--- config.mk ---
export PLATFORM = sky130hd
export DESIGN_NAME = sdreq_bank
export DESIGN_NICKNAME = d
export VERILOG_FILES = /design/src/rtl/sdreq_pkg.sv /design/src/rtl/sdreq_regdec.sv /design/src/rtl/sdreq_chan.sv /design/src/rtl/sdreq_bank.sv
export SDC_FILE = /design/constraint.sdc
export NUM_CORES = 1
export LEC_CHECK = 0
export CAP_MARGIN = 20
export CORE_ASPECT_RATIO = 2
export CORE_MARGIN = 4
export CORE_UTILIZATION = 30
export DETAILED_ROUTE_END_ITERATION = 6
export PLACE_DENSITY = 0.63
export SLEW_MARGIN = 30
export SYNTH_ARGS = -nofsm -noshare
export SYNTH_HDL_FRONTEND = slang
export SYNTH_SLANG_ARGS = --single-unit
--- constraint.sdc ---
create_clock -name clk -period 6.2 [get_ports clk]
set_input_delay 1.86 -clock clk [delete_from_list [all_inputs] [get_ports clk]]
set_output_delay 1.86 -clock clk [all_outputs]
set_load 0.1 [all_outputs]
--- src/rtl/sdreq_pkg.sv ---
package sdreq_pkg;

    localparam int ADDR_W   = 8;
    localparam int FLAG_LSB = 8;

    localparam logic [ADDR_W-1:0] A_ENABLE  = 8'h00;
    localparam logic [ADDR_W-1:0] A_STATUS  = 8'h04;
    localparam logic [ADDR_W-1:0] A_SAMPLE0 = 8'h10;

    typedef enum logic [1:0] {
        REG_NONE,
        REG_ENABLE,
        REG_STATUS,
        REG_SAMPLE
    } reg_kind_e;

    // Byte address of the sample register for channel c.
    function automatic int sample_addr(input int c);
        return int'(A_SAMPLE0) + 4 * c;
    endfunction

endpackage

--- src/rtl/sdreq_regdec.sv ---
module sdreq_regdec
    import sdreq_pkg::*;
#(
    parameter int N_CH = 7
) (
    input  logic [ADDR_W-1:0] addr,
    output reg_kind_e         kind,
    output logic [N_CH-1:0]   ch_sel
);

    always_comb begin
        kind   = REG_NONE;
        ch_sel = '0;
        if (addr[1:0] == 2'b00) begin
            if (addr == A_ENABLE) begin
                kind = REG_ENABLE;
            end else if (addr == A_STATUS) begin
                kind = REG_STATUS;
            end else begin
                for (int c = 0; c < N_CH; c++) begin
                    if (int'(addr) == sample_addr(c)) begin
                        kind      = REG_SAMPLE;
                        ch_sel[c] = 1'b1;
                    end
                end
            end
        end
    end

endmodule

--- src/rtl/sdreq_chan.sv ---
module sdreq_chan #(
    parameter int DATA_W = 32,
    parameter bit IS_RX  = 1'b0
) (
    input  logic              clk,
    input  logic              rst,
    input  logic              en,
    input  logic              link_evt,
    input  logic              acc,
    input  logic [DATA_W-1:0] din,
    output logic              pend,
    output logic              flag,
    output logic [DATA_W-1:0] data
);

    logic              pend_q;
    logic              flag_q;
    logic [DATA_W-1:0] data_q;
    logic              evt_on;
    logic              take;
    logic              load;

    assign evt_on = link_evt & en;
    assign take   = evt_on & ~pend_q & ~acc;

    generate
        if (IS_RX) begin : g_rx
            assign load = take;   // word arrives from the link
        end else begin : g_tx
            assign load = acc;    // word arrives from the bus
        end
    endgenerate

    always_ff @(posedge clk) begin
        if (rst) begin
            pend_q <= 1'b0;
            flag_q <= 1'b0;
            data_q <= '0;
        end else begin
            if (acc) begin
                pend_q <= 1'b0;
            end else if (take) begin
                pend_q <= 1'b1;
            end
            if (evt_on && (pend_q || acc)) begin
                flag_q <= 1'b1;
            end
            if (load) begin
                data_q <= din;
            end
        end
    end

    assign pend = pend_q;
    assign flag = flag_q;
    assign data = data_q;

    // the servicing access always clears the latch
    a_r6_access_clears: assert property (@(posedge clk) disable iff (rst)
        acc |=> !pend_q);

    // an enabled event on an idle channel raises the request
    a_r3_event_sets: assert property (@(posedge clk) disable iff (rst)
        (link_evt && en && !pend_q && !acc) |=> pend_q);

    // no request appears without an enabled event
    a_r5_no_spurious: assert property (@(posedge clk) disable iff (rst)
        (!pend_q && !(link_evt && en)) |=> !pend_q);

    // only the access withdraws a pending request
    a_r8_hold_until_access: assert property (@(posedge clk) disable iff (rst)
        (pend_q && !acc) |=> pend_q);

    // a lost event sets the sticky flag
    a_r9_lost_flagged: assert property (@(posedge clk) disable iff (rst)
        (link_evt && en && (pend_q || acc)) |=> flag_q);

    a_r9_flag_sticky: assert property (@(posedge clk) disable iff (rst)
        flag_q |=> flag_q);

    // a receive word is not replaced while it is still pending
    a_r9_rx_word_kept: assert property (@(posedge clk) disable iff (rst)
        (IS_RX && pend_q) |=> $stable(data_q));

endmodule

--- src/rtl/sdreq_bank.sv ---
module sdreq_bank
    import sdreq_pkg::*;
#(
    parameter int N_TX   = 5,
    parameter int N_RX   = 2,
    parameter int DATA_W = 32,
    localparam int N_CH  = N_TX + N_RX
) (
    input  logic                   clk,
    input  logic                   rst,
    input  logic [N_TX-1:0]        tx_consume,
    input  logic [N_RX-1:0]        rx_valid,
    input  logic [N_RX*DATA_W-1:0] rx_sample,
    output logic [N_TX*DATA_W-1:0] tx_sample,
    output logic [N_CH-1:0]        dma_req_n,
    input  logic                   bus_sel,
    input  logic                   bus_wr,
    input  logic [ADDR_W-1:0]      bus_addr,
    input  logic [DATA_W-1:0]      bus_wdata,
    output logic [DATA_W-1:0]      bus_rdata
);

    reg_kind_e         kind;
    logic [N_CH-1:0]   ch_sel;
    logic [N_CH-1:0]   en_q;
    logic [N_CH-1:0]   pend;
    logic [N_CH-1:0]   flag;
    logic [DATA_W-1:0] ch_data [N_CH];
    logic              wr_stb;
    logic              rd_stb;

    assign wr_stb = bus_sel & bus_wr;
    assign rd_stb = bus_sel & ~bus_wr;

    sdreq_regdec #(.N_CH(N_CH)) u_dec (
        .addr   (bus_addr),
        .kind   (kind),
        .ch_sel (ch_sel)
    );

    always_ff @(posedge clk) begin
        if (rst) begin
            en_q <= '0;
        end else if (wr_stb && kind == REG_ENABLE) begin
            en_q <= bus_wdata[N_CH-1:0];
        end
    end

    generate
        for (genvar c = 0; c < N_CH; c++) begin : g_ch
            if (c < N_TX) begin : g_tx
                sdreq_chan #(.DATA_W(DATA_W), .IS_RX(1'b0)) u_chan (
                    .clk      (clk),
                    .rst      (rst),
                    .en       (en_q[c]),
                    .link_evt (tx_consume[c]),
                    .acc      (wr_stb & ch_sel[c]),
                    .din      (bus_wdata),
                    .pend     (pend[c]),
                    .flag     (flag[c]),
                    .data     (ch_data[c])
                );
                assign tx_sample[c*DATA_W +: DATA_W] = ch_data[c];
            end else begin : g_rx
                sdreq_chan #(.DATA_W(DATA_W), .IS_RX(1'b1)) u_chan (
                    .clk      (clk),
                    .rst      (rst),
                    .en       (en_q[c]),
                    .link_evt (rx_valid[c-N_TX]),
                    .acc      (rd_stb & ch_sel[c]),
                    .din      (rx_sample[(c-N_TX)*DATA_W +: DATA_W]),
                    .pend     (pend[c]),
                    .flag     (flag[c]),
                    .data     (ch_data[c])
                );
            end
        end
    endgenerate

    assign dma_req_n = ~pend;

    always_comb begin
        bus_rdata = '0;
        case (kind)
            REG_ENABLE: bus_rdata[N_CH-1:0] = en_q;
            REG_STATUS: begin
                bus_rdata[N_CH-1:0]         = pend;
                bus_rdata[FLAG_LSB +: N_CH] = flag;
            end
            REG_SAMPLE: begin
                for (int c = 0; c < N_CH; c++) begin
                    if (ch_sel[c]) bus_rdata = ch_data[c];
                end
            end
            default: bus_rdata = '0;
        endcase
    end

    // at most one sample register is selected by an address
    a_r11_single_select: assert property (@(posedge clk) disable iff (rst)
        $onehot0(ch_sel));

    // the enable register takes the written bits
    a_r11_enable_write: assert property (@(posedge clk) disable iff (rst)
        (wr_stb && kind == REG_ENABLE) |=> en_q == $past(bus_wdata[N_CH-1:0]));

    // only a write to the enable address changes the enables
    a_r11_enable_stable: assert property (@(posedge clk) disable iff (rst)
        !(wr_stb && kind == REG_ENABLE) |=> $stable(en_q));

endmodule

== After elaboration in Yosys (flattened, before gate mapping) ==
Index checks and enable logic that the tools add are counted.
Word-level totals
  bits in registers: 245
  output and inout bits: 199
Operators by class
  bitwise gates (word level): 46
  equality and inequality tests: 11
  reduce and logical (&&, ||, !) cells: 24
  mux-type cells: 31
Operator list (number)
  $mux W32: 7
  $eq A8 B6 Y1 const B: 4
  $and A1 B1 Y1: 30
  $eq A8 B7 Y1 const B: 3
  $mux W7: 3
  $pmux W7 S3: 1
  $mux W2: 10
  $mux W17: 1
  $not A1 Y1: 15
  $pmux W7 S2: 1
  $reduce_or A2 Y1: 7
  $eq A8 B3 Y1 const B: 1
  $logic_and A1 B1 Y1: 8
  $logic_not A8 Y1: 1
  $mux W1: 8
  $logic_or A1 B1 Y1: 7
  $not A7 Y7: 1
  $eq A2 B2 Y1 const B: 2
  $eq A2 B1 Y1 const B: 1
  $logic_not A2 Y1: 1

== Logic depth before layout (Yosys ltp) ==
Gate-level depths: netlist (run 1).
  word-level depth: 13
  depth in mapped cells: 8
  mapped depth without buffers: 5

== Modules after synthesis ==
A second synthesis (run 1) with hierarchy kept.
Unflattened totals
  cell total of the unflattened synthesis: 1289
  area total of the unflattened synthesis: 12095.4 sq um
By module, submodules not included
  sdreq_chan (g_ch[0].g_tx.u_chan ...): area each 1238.7 sq um, times used 5, cells each 111, seq. area each 680.7 sq um
  sdreq_chan (g_ch[5].g_rx.u_chan ...): area each 1539.0 sq um, times used 2, cells each 147, seq. area each 680.7 sq um
  sdreq_bank: area each 2668.8 sq um, times used 1, cells each 414, seq. area each 140.1 sq um
  sdreq_regdec: area each 155.1 sq um, times used 1, cells each 26, seq. area each 0.0 sq um

== Worst setup path before layout (run 1) ==
No wires, ideal clock.
  path type: input to output
  from: input port bus_addr[0]
  to: output port bus_rdata[26]
  arrival time: 5932 ps
  path slack: -1592 ps
  data required time: 4340 ps
  cell stages on the path: 8
  cell sequence: buf_2 or2_2 clkbuf_1 nor2_1 clkbuf_1 and3_1 a2111oi_0 nor4_1
Between the ends
  longest elaborated chain between the ends: 13
  elaborated cells between the ends (all ways): 39
  those cells by class: 9 x eq/ne; 28 x mux; 2 x reduce/logical
Ends and longest elaborated chain
  start: declaration: line sdreq_bank.sv:18  | input logic [ADDR_W-1:0] bus_addr,
  $eq A8 B6 Y1: line sdreq_regdec.sv:21  | if (int'(addr) == sample_addr(c)) begin
  $mux W2 or $mux W1 (tied branches): line sdreq_regdec.sv:21
  $mux W2 or $mux W7 (tied branches): line sdreq_regdec.sv:21, sdreq_regdec.sv:17
  $mux W2 or $mux W7 (tied branches): line sdreq_regdec.sv:21, sdreq_regdec.sv:15
  $mux W2 or $mux W7 (tied branches): line sdreq_regdec.sv:21, sdreq_regdec.sv:14
  $mux W2 or $mux W32 (tied branches) (3 in a row): line sdreq_regdec.sv:21, sdreq_bank.sv:92
  $mux W2 or $mux W32 (tied branches): line sdreq_regdec.sv:17, sdreq_bank.sv:92
  $mux W2 or $mux W32 (tied branches): line sdreq_regdec.sv:15, sdreq_bank.sv:92
  $mux W2 or $mux W32 (tied branches): line sdreq_regdec.sv:14, sdreq_bank.sv:92
  $eq A2 B2 Y1 or $mux W32 (tied branches): line sdreq_bank.sv:84, sdreq_bank.sv:92
  $mux W17 *: line sdreq_bank.sv:84  | case (kind)
  end: declaration: line sdreq_bank.sv:20  | output logic [DATA_W-1:0] bus_rdata
Mark *: on every way between the ends. The rest lies on a longest branch, timed or not.

== Worst setup path after layout (run 1) ==
  from: input port bus_addr[5]
  to: output port bus_rdata[26]
The elaborated chain is that of the path after synthesis.

==> flow_metrics.py, run 1 <==
metrics = {
    "power": {
        "seq_power_share": 0.454,
        "sw_frac_of_total": 0.2338,
        "leakagePower_uw": 0.005298,
        "p_switching_uw": 810.7,
        "power_frac_clock": 0.473,
        "comb_power_share": 0.073,
        "vdd_drop_max_mv": 0.1727,
        "powerDensity_mw_per_mm2": 212.7,
        "p_int_uw": 2656,
    },
    "final_layout": {
        "area_growth_pct": 33.19,
        "fin_cells": 2271,
        "multiInputGateArea_mm2": 0.005858,
        "drive_gt1_frac": 0.1780,
        "finalInstanceArea_mm2": 0.01630,
        "final_common_cell": "nand2_1",
        "final_cell_mix": "nand2_1 (458), a21oi_1 (262), dfxtp_1 (245)",
        "final_net_count": 1837,
        "ff_latch_area_mm2": 0.004905,
        "fillers": 4144,
    },
    "setup_path": {
        "cp-start-kind": "primary input",
        "worst_setup_path_end_kind": "output pin",
        "crit_arrival_ns": 4.26,
        "critical_path.max_fanout": 7,
        "path_class": "primary input to output pin",
        "cp_data_required_time_ns": 4.34,
    },
    "placement": {
        "dpl_cell_area_mm2": 0.01540,
        "port_buffers": 313,
        "dp_hpwl_um": 40470,
        "dp_cells": 2225,
        "globalplace.congestion": 0.9638,
    },
    "global_route": {
        "busiest_layer": "met2",
        "grtUsageMet3": 0.04931,
        "grt_max_degree": 136,
        "grt_usage": 0.2339,
        "antenna_found_initial": 5,
        "use_met2": 0.3993,
        "grt_pass1_wl_um": 77370,
        "grt_overflow": 0,
        "grt_pass1_vias": 11684,
        "grt_use_met1": 0.2591,
    },
    "timing": {
        "timing_hold_violations_final": 0,
        "maxSlewHeadroom": 0.3073,
        "fin_crit_sh": 0.9877,
        "slew_viol_final": 0,
        "fin_worst_skew_ns": 0.01175,
        "rsz0062_at_grt": "no",
        "setup_viol": 0,
        "fmax_mhz": 163.3,
        "period_minus_slack_ns": 6.123,
        "worst_slew_pin_slew_ns": 1.036,
    },
    "drt": {
        "drt_wl_total_um": 53690,
        "drc": 0,
        "vias_per_cell": 5.205,
        "vias": 11821,
        "drt_iter0_drc": 949,
        "first_pass_iters": 6,
        "routedWlPerCell_um": 23.64,
        "ant_nets": 0,
    },
    "logic_synthesis": {
        "yosysTopAreaCellShare": 0.4008,
        "ys_types": 52,
        "syn_inst": 1578,
        "ys.flop_type": "dfxtp_1",
        "ys_seq_elements": 245,
        "syn_nets": 1693,
        "yosys_warnings": 0,
        "yosysTopAreaCell": "dfxtp_1",
        "synth_area_mm2": 0.01224,
        "synth-seq-area-share": 0.4008,
        "synth_edf_count": 0,
        "synthArstFlopShare": 0,
        "synthTopCellsByArea": "dfxtp_1 (40%), nand2_1 (14%), a21oi_1 (11%)",
        "avgSynthCellArea_um2": 7.755,
    },
    "clock_network": {
        "clock_latency_ns": 0.54,
        "cts_tree": "yes",
        "cts_buffer_depth": 3,
        "cts_sinks": 245,
        "cts_buffers": 24,
        "cts_hold_buf": 0,
        "htreeDepth": 1,
        "cts_root_buf": "clkbuf_16",
        "path_clk_slew_ns": 0.06,
    },
    "die": {
        "ios": 314,
        "die_height_um": 293.6,
        "start_util": 0.3034,
        "die-area_mm2": 0.04428,
        "std_cell_rows": 104,
        "die_x_um": 150.8,
        "core_area_mm2": 0.04034,
    },
    "run_status": {
        "status": "completed",
    },
    "min_path": {
        "hp-class": "flip-flop to flip-flop",
    },
    "job": {
        "maxCapViolCount": 0,
    },
}
## per-layer routing
layer / vias to the layer above / wire [µm]
li1: 5449 / -
met1: 5609 / 18990
met2: 611 / 26460
met3: 152 / 4081
met4: 0 / 4161
met5: - / 0
## path summary, 6_finish.rpt
kind                                              startpoint  slack (ns)                           end  cells after the start
worst min-delay path            g_ch[5].g_rx.u_chan.data[18]        0.46  g_ch[5].g_rx.u_chan.data[18]                      2
worst max-delay path                             bus_addr[5]        0.08                 bus_rdata[26]                      8
worst min register to register  g_ch[5].g_rx.u_chan.data[18]        0.46  g_ch[5].g_rx.u_chan.data[18]                      2
worst max register to register                       en_q[5]        4.66  g_ch[5].g_rx.u_chan.data[25]                      5
## cell type report
class,count,share of cell area
inverter,15,0.003454
clock buffer,31,0.04161
timing repair buffer,388,0.2422
tap,530,0.04068
sequential,245,0.3009
antenna,5,0.0007676
multi-input combinational,1048,0.3594
clock inverter,9,0.01098
## what timing repair did
| action | in CTS | in global routing |
|---|---|---|
| endpoints found under the setup margin | 0 | 3 |
| setup buffers | 0 | 0 |
| gates resized for setup | 0 | 5 |
## metrics by stage
| stage | TNS, ns | total power, µW | setup slack, ns | hold slack (ns) | utilization |
|---|---|---|---|---|---|
| after floorplan | -0.3364 | 1704 | -0.3264 | 0.4252 | - |
| after global placement | 0 | 1856 | 0.04190 | 0.4362 | 0.3862 |
| after detailed placement | 0 | 1857 | 0.02603 | 0.4469 | 0.3818 |
| after CTS | 0 | 3489 | 0.01040 | 0.4563 | 0.4031 |
| after global routing | 0 | 3563 | 0.009809 | 0.4748 | 0.4040 |
| final | 0 | 3467 | 0.07656 | 0.4563 | 0.4041 |
## state kept, by name, summed over array words and instances, names as in the netlist
signal,cells
g_ch.g_tx.u_chan.data,160
g_ch.g_tx.u_chan.pend,5
g_ch.g_tx.u_chan.flag,5
g_ch.g_rx.u_chan.flag,2
g_ch.g_rx.u_chan.pend,2
g_ch.g_rx.u_chan.data,64
en_q,7
## logic make-up (layout without fill, tap and decap cells)
family / Yosys count / after routing / share of synthesized area
AND/OR/NAND/NOR: 598 / 598 / 0.2103
AO/OA/AOI/OAI: 409 / 409 / 0.1972
buffers and inverters: 285 / 443 / 0.1477
flip-flops: 245 / 245 / 0.4008
multiplexers: 41 / 41 / 0.04396
other: 0 / 5 / 0
## worst max-delay path, cell delays in order
cell	delay, ns
clkdlybuf4s50_1	0.43
buf_4	0.17
or4b_4	0.58
nor2_4	0.26
o2bb2ai_1	0.16
a2111oi_1	0.12
nor4_2	0.30
bufbuf_16	0.37
## power by group through the flow
stage               sequential (µW)  clock, µW  combinational (µW)
finish                         1570       1640                 253
global route                   1570       1730                 262
CTS                            1570       1670                 247
detailed placement             1610          0                 246
global placement               1610          0                 246
floorplan                      1610          0                93.9
## cells in the mapped netlist, types with 3 or more instances
cell type	n
o2bb2ai_1	4
buf_6	6
o211ai_1	11
nor4_1	5
a211oi_1	3
nand4_1	3
mux2i_1	29
nor2_1	37
a2111oi_0	3
inv_1	15
nand2b_1	7
or3_1	8
nor2b_1	4
o21ai_0	24
a21oi_2	30
clkbuf_1	67
buf_4	161
a221oi_1	5
buf_2	32
buf_12	3
and3_1	3
a21oi_1	265
or4b_1	3
nor3_1	14
o32ai_1	10
dfxtp_1	245
o22ai_1	13
o22a_1	9
nand2_1	458
nor2_2	4
nor3_2	4
nand2_2	31
a22oi_1	24
mux4_2	10
nand3_1	7
Power figures use the tool's default switching activity.
==> run 2, diff against run 1 <==
CORE_ASPECT_RATIO = unset   (was 2)
==> run 2 against run 1 <==
  * Clock power grew 4%
  * Sequential share of layout area is 0.058 points lower
  * Fmax rose by 0.47%
  * Wire length is 5.6% lower
  * Power up 2.0%
  * Highest routed layer is now met5
  * Critical path depth did not move
  * Critical path type unchanged
  * Combinational power shrank 3%
  * Count of clock-buffer cells in the layout increased by 7
  * Utilization increased by 0.41 points
  * Via count is 1.8% lower
  * First-iteration DRC count up 1.4%
  * Global-route usage is 1.8 points lower
==> flow_metrics.py, run 2 (synthesized netlist as in run 1, its figures left out) <==
metrics = {
    "clock_network": {
        "cts_setup_buffers": 0,
        "cts_tree": "yes",
        "htreeDepth": 1,
        "cts_buffer_depth": 3,
        "cts_resized": 0,
        "cts_root_buf": "clkbuf_16",
        "cts_hold_buf": 0,
        "cts_sinks": 245,
        "path_clk_slew_ns": 0.06,
        "clock_latency_ns": 0.56,
        "cts_buffers": 28,
    },
    "final_layout": {
        "finalInstanceArea_mm2": 0.01633,
        "multiInputGateArea_mm2": 0.005834,
        "drive_gt1_frac": 0.1689,
        "fin_cells": 2268,
        "largest_reg_flops": 160,
        "final_net_count": 1834,
        "area_growth_pct": 33.44,
        "fillers": 3992,
        "ff_latch_area_mm2": 0.004905,
        "final_cell_mix": "nand2_1 (458), a21oi_1 (262), clkdlybuf4s50_1 (253)",
        "final_common_cell": "nand2_1",
    },
    "die": {
        "core_area_mm2": 0.04001,
        "die_x_um": 210.0,
        "ios": 314,
        "die_height_um": 210.0,
        "std_cell_rows": 73,
        "die-area_mm2": 0.04409,
        "start_util": 0.3059,
    },
    "timing": {
        "slew_viol_final": 0,
        "timing_hold_violations_final": 0,
        "worst_slew_pin_slew_ns": 1.048,
        "fmax_mhz": 164.1,
        "worst_slack_ns": 0.1049,
        "rsz0062_at_grt": "no",
        "maxSlewHeadroom": 0.2990,
        "timing.hold.ws_ns": 0.4515,
        "fin_crit_sh": 0.9831,
        "period_minus_slack_ns": 6.095,
        "fin_worst_skew_ns": 0.009564,
        "setup_viol": 0,
    },
    "placement": {
        "dp_hpwl_um": 37690,
        "place_ws_ns": 0.009761,
        "dp_cells": 2213,
        "port_buffers": 313,
        "globalplace.congestion": 0.9019,
        "dpl_cell_area_mm2": 0.01535,
    },
    "drt": {
        "routedWlPerCell_um": 22.34,
        "vias": 11603,
        "first_pass_iters": 5,
        "drt_iter0_drc": 962,
        "vias_per_cell": 5.116,
        "drc": 0,
        "ant_nets": 0,
        "drt_wl_total_um": 50670,
    },
    "setup_path": {
        "r2r_cells": 4,
        "cp-start-kind": "primary input",
        "crit_arrival_ns": 4.24,
        "r2r_end": "g_ch[6].g_rx.u_chan.data[20]",
        "critical_path.max_fanout": 15,
        "rrSetupSlack_ns": 4.38,
        "path_class": "primary input to output pin",
        "timing.rr.start": "en_q[6]",
        "worst_setup_path_end_kind": "output pin",
        "cp_data_required_time_ns": 4.34,
    },
    "global_route": {
        "grt_overflow": 0,
        "grt_max_degree": 138,
        "grt_pass1_wl_um": 73240,
        "grt_usage": 0.2164,
        "antenna_found_initial": 4,
        "grt_pass1_vias": 11132,
    },
    "power": {
        "vdd_drop_max_mv": 0.1762,
        "power_frac_clock": 0.485,
        "leakagePower_uw": 0.005264,
        "powerDensity_mw_per_mm2": 216.5,
        "p_switching_uw": 827.4,
        "power_uw": 3535,
        "comb_power_share": 0.070,
        "seq_power_share": 0.446,
        "p_int_uw": 2708,
        "sw_frac_of_total": 0.2341,
    },
    "min_path": {
        "holdPathEnd": "g_ch[4].g_tx.u_chan.flag",
        "hp-class": "flip-flop to flip-flop",
        "min_path_cells": 2,
        "min_from": "g_ch[4].g_tx.u_chan.flag",
    },
    "job": {
        "maxCapViolCount": 0,
    },
    "run_status": {
        "status": "completed",
    },
}
==> run 2: cell count changes in the layout (fill, tap and decap cells not counted), sizes merged <==
| cell | change |
|---|---|
| clkdlybuf4s50 | +17 |
| buf | -22 |
| inv | -1 |
| bufinv | -2 |
| clkinv | +10 |
| bufbuf | -1 |
| clkbuf | +6 |
| clkinvlp | -2 |
| diode | -3 |
==> run 2: per-layer routing <==
metal | vias up | track usage | wire (µm)
met5 | - | 0 | 22
met4 | 4 | 0.06301 | 1417
met3 | 80 | 0.07114 | 5613
met2 | 549 | 0.3238 | 21660
met1 | 5511 | 0.2992 | 21960
li1 | 5459 | - | -
==> run 2: final cells by class <==
class | count | share of cell area
Inverter | 15 | 0.003448
Multi-Input combinational cell | 1048 | 0.3573
Timing Repair Buffer | 381 | 0.2399
Antenna cell | 2 | 0.0003065
Tap cell | 525 | 0.04022
Sequential cell | 245 | 0.3003
Clock inverter | 14 | 0.009577
Clock buffer | 38 | 0.04896
==> run 2: power groups by stage <==
stage / clock network, µW / logic, µW / registers, µW
detailed placement: 0 / 241 / 1610
CTS: 1740 / 242 / 1580
finish: 1710 / 246 / 1580
global placement: 0 / 239 / 1610
global route: 1800 / 258 / 1570
floorplan: 0 / 93.9 / 1610
==> run 2: worst max-delay path by stage <==
stage,to,cells past startpoint,from
6_report,bus_rdata[17],8,bus_addr[7]
5_1_grt,bus_rdata[7],10,bus_addr[4]
4_1_cts,bus_rdata[15],10,bus_addr[5]
3_5_place_dp,bus_rdata[15],10,bus_addr[5]
3_3_place_gp,bus_rdata[17],9,bus_addr[5]
2_1_floorplan,bus_rdata[26],4,bus_addr[1]
==> run 2: per-stage QoR <==
step           utilization  setup TNS, ns
6_report            0.4082              0
5_1_grt             0.4082              0
4_1_cts             0.4075              0
3_5_place_dp        0.3836              0
3_3_place_gp        0.3866              0
2_1_floorplan            -        -0.3364
==> run 2: worst max-delay path, stage by stage <==
cell and delay, ns:
clkdlybuf4s50_1 0.52, or4b_1 0.62, buf_4 0.25, nor3_2 0.12
buf_4 0.19, a21oi_1 0.11, o32ai_4 0.33, buf_12 0.22
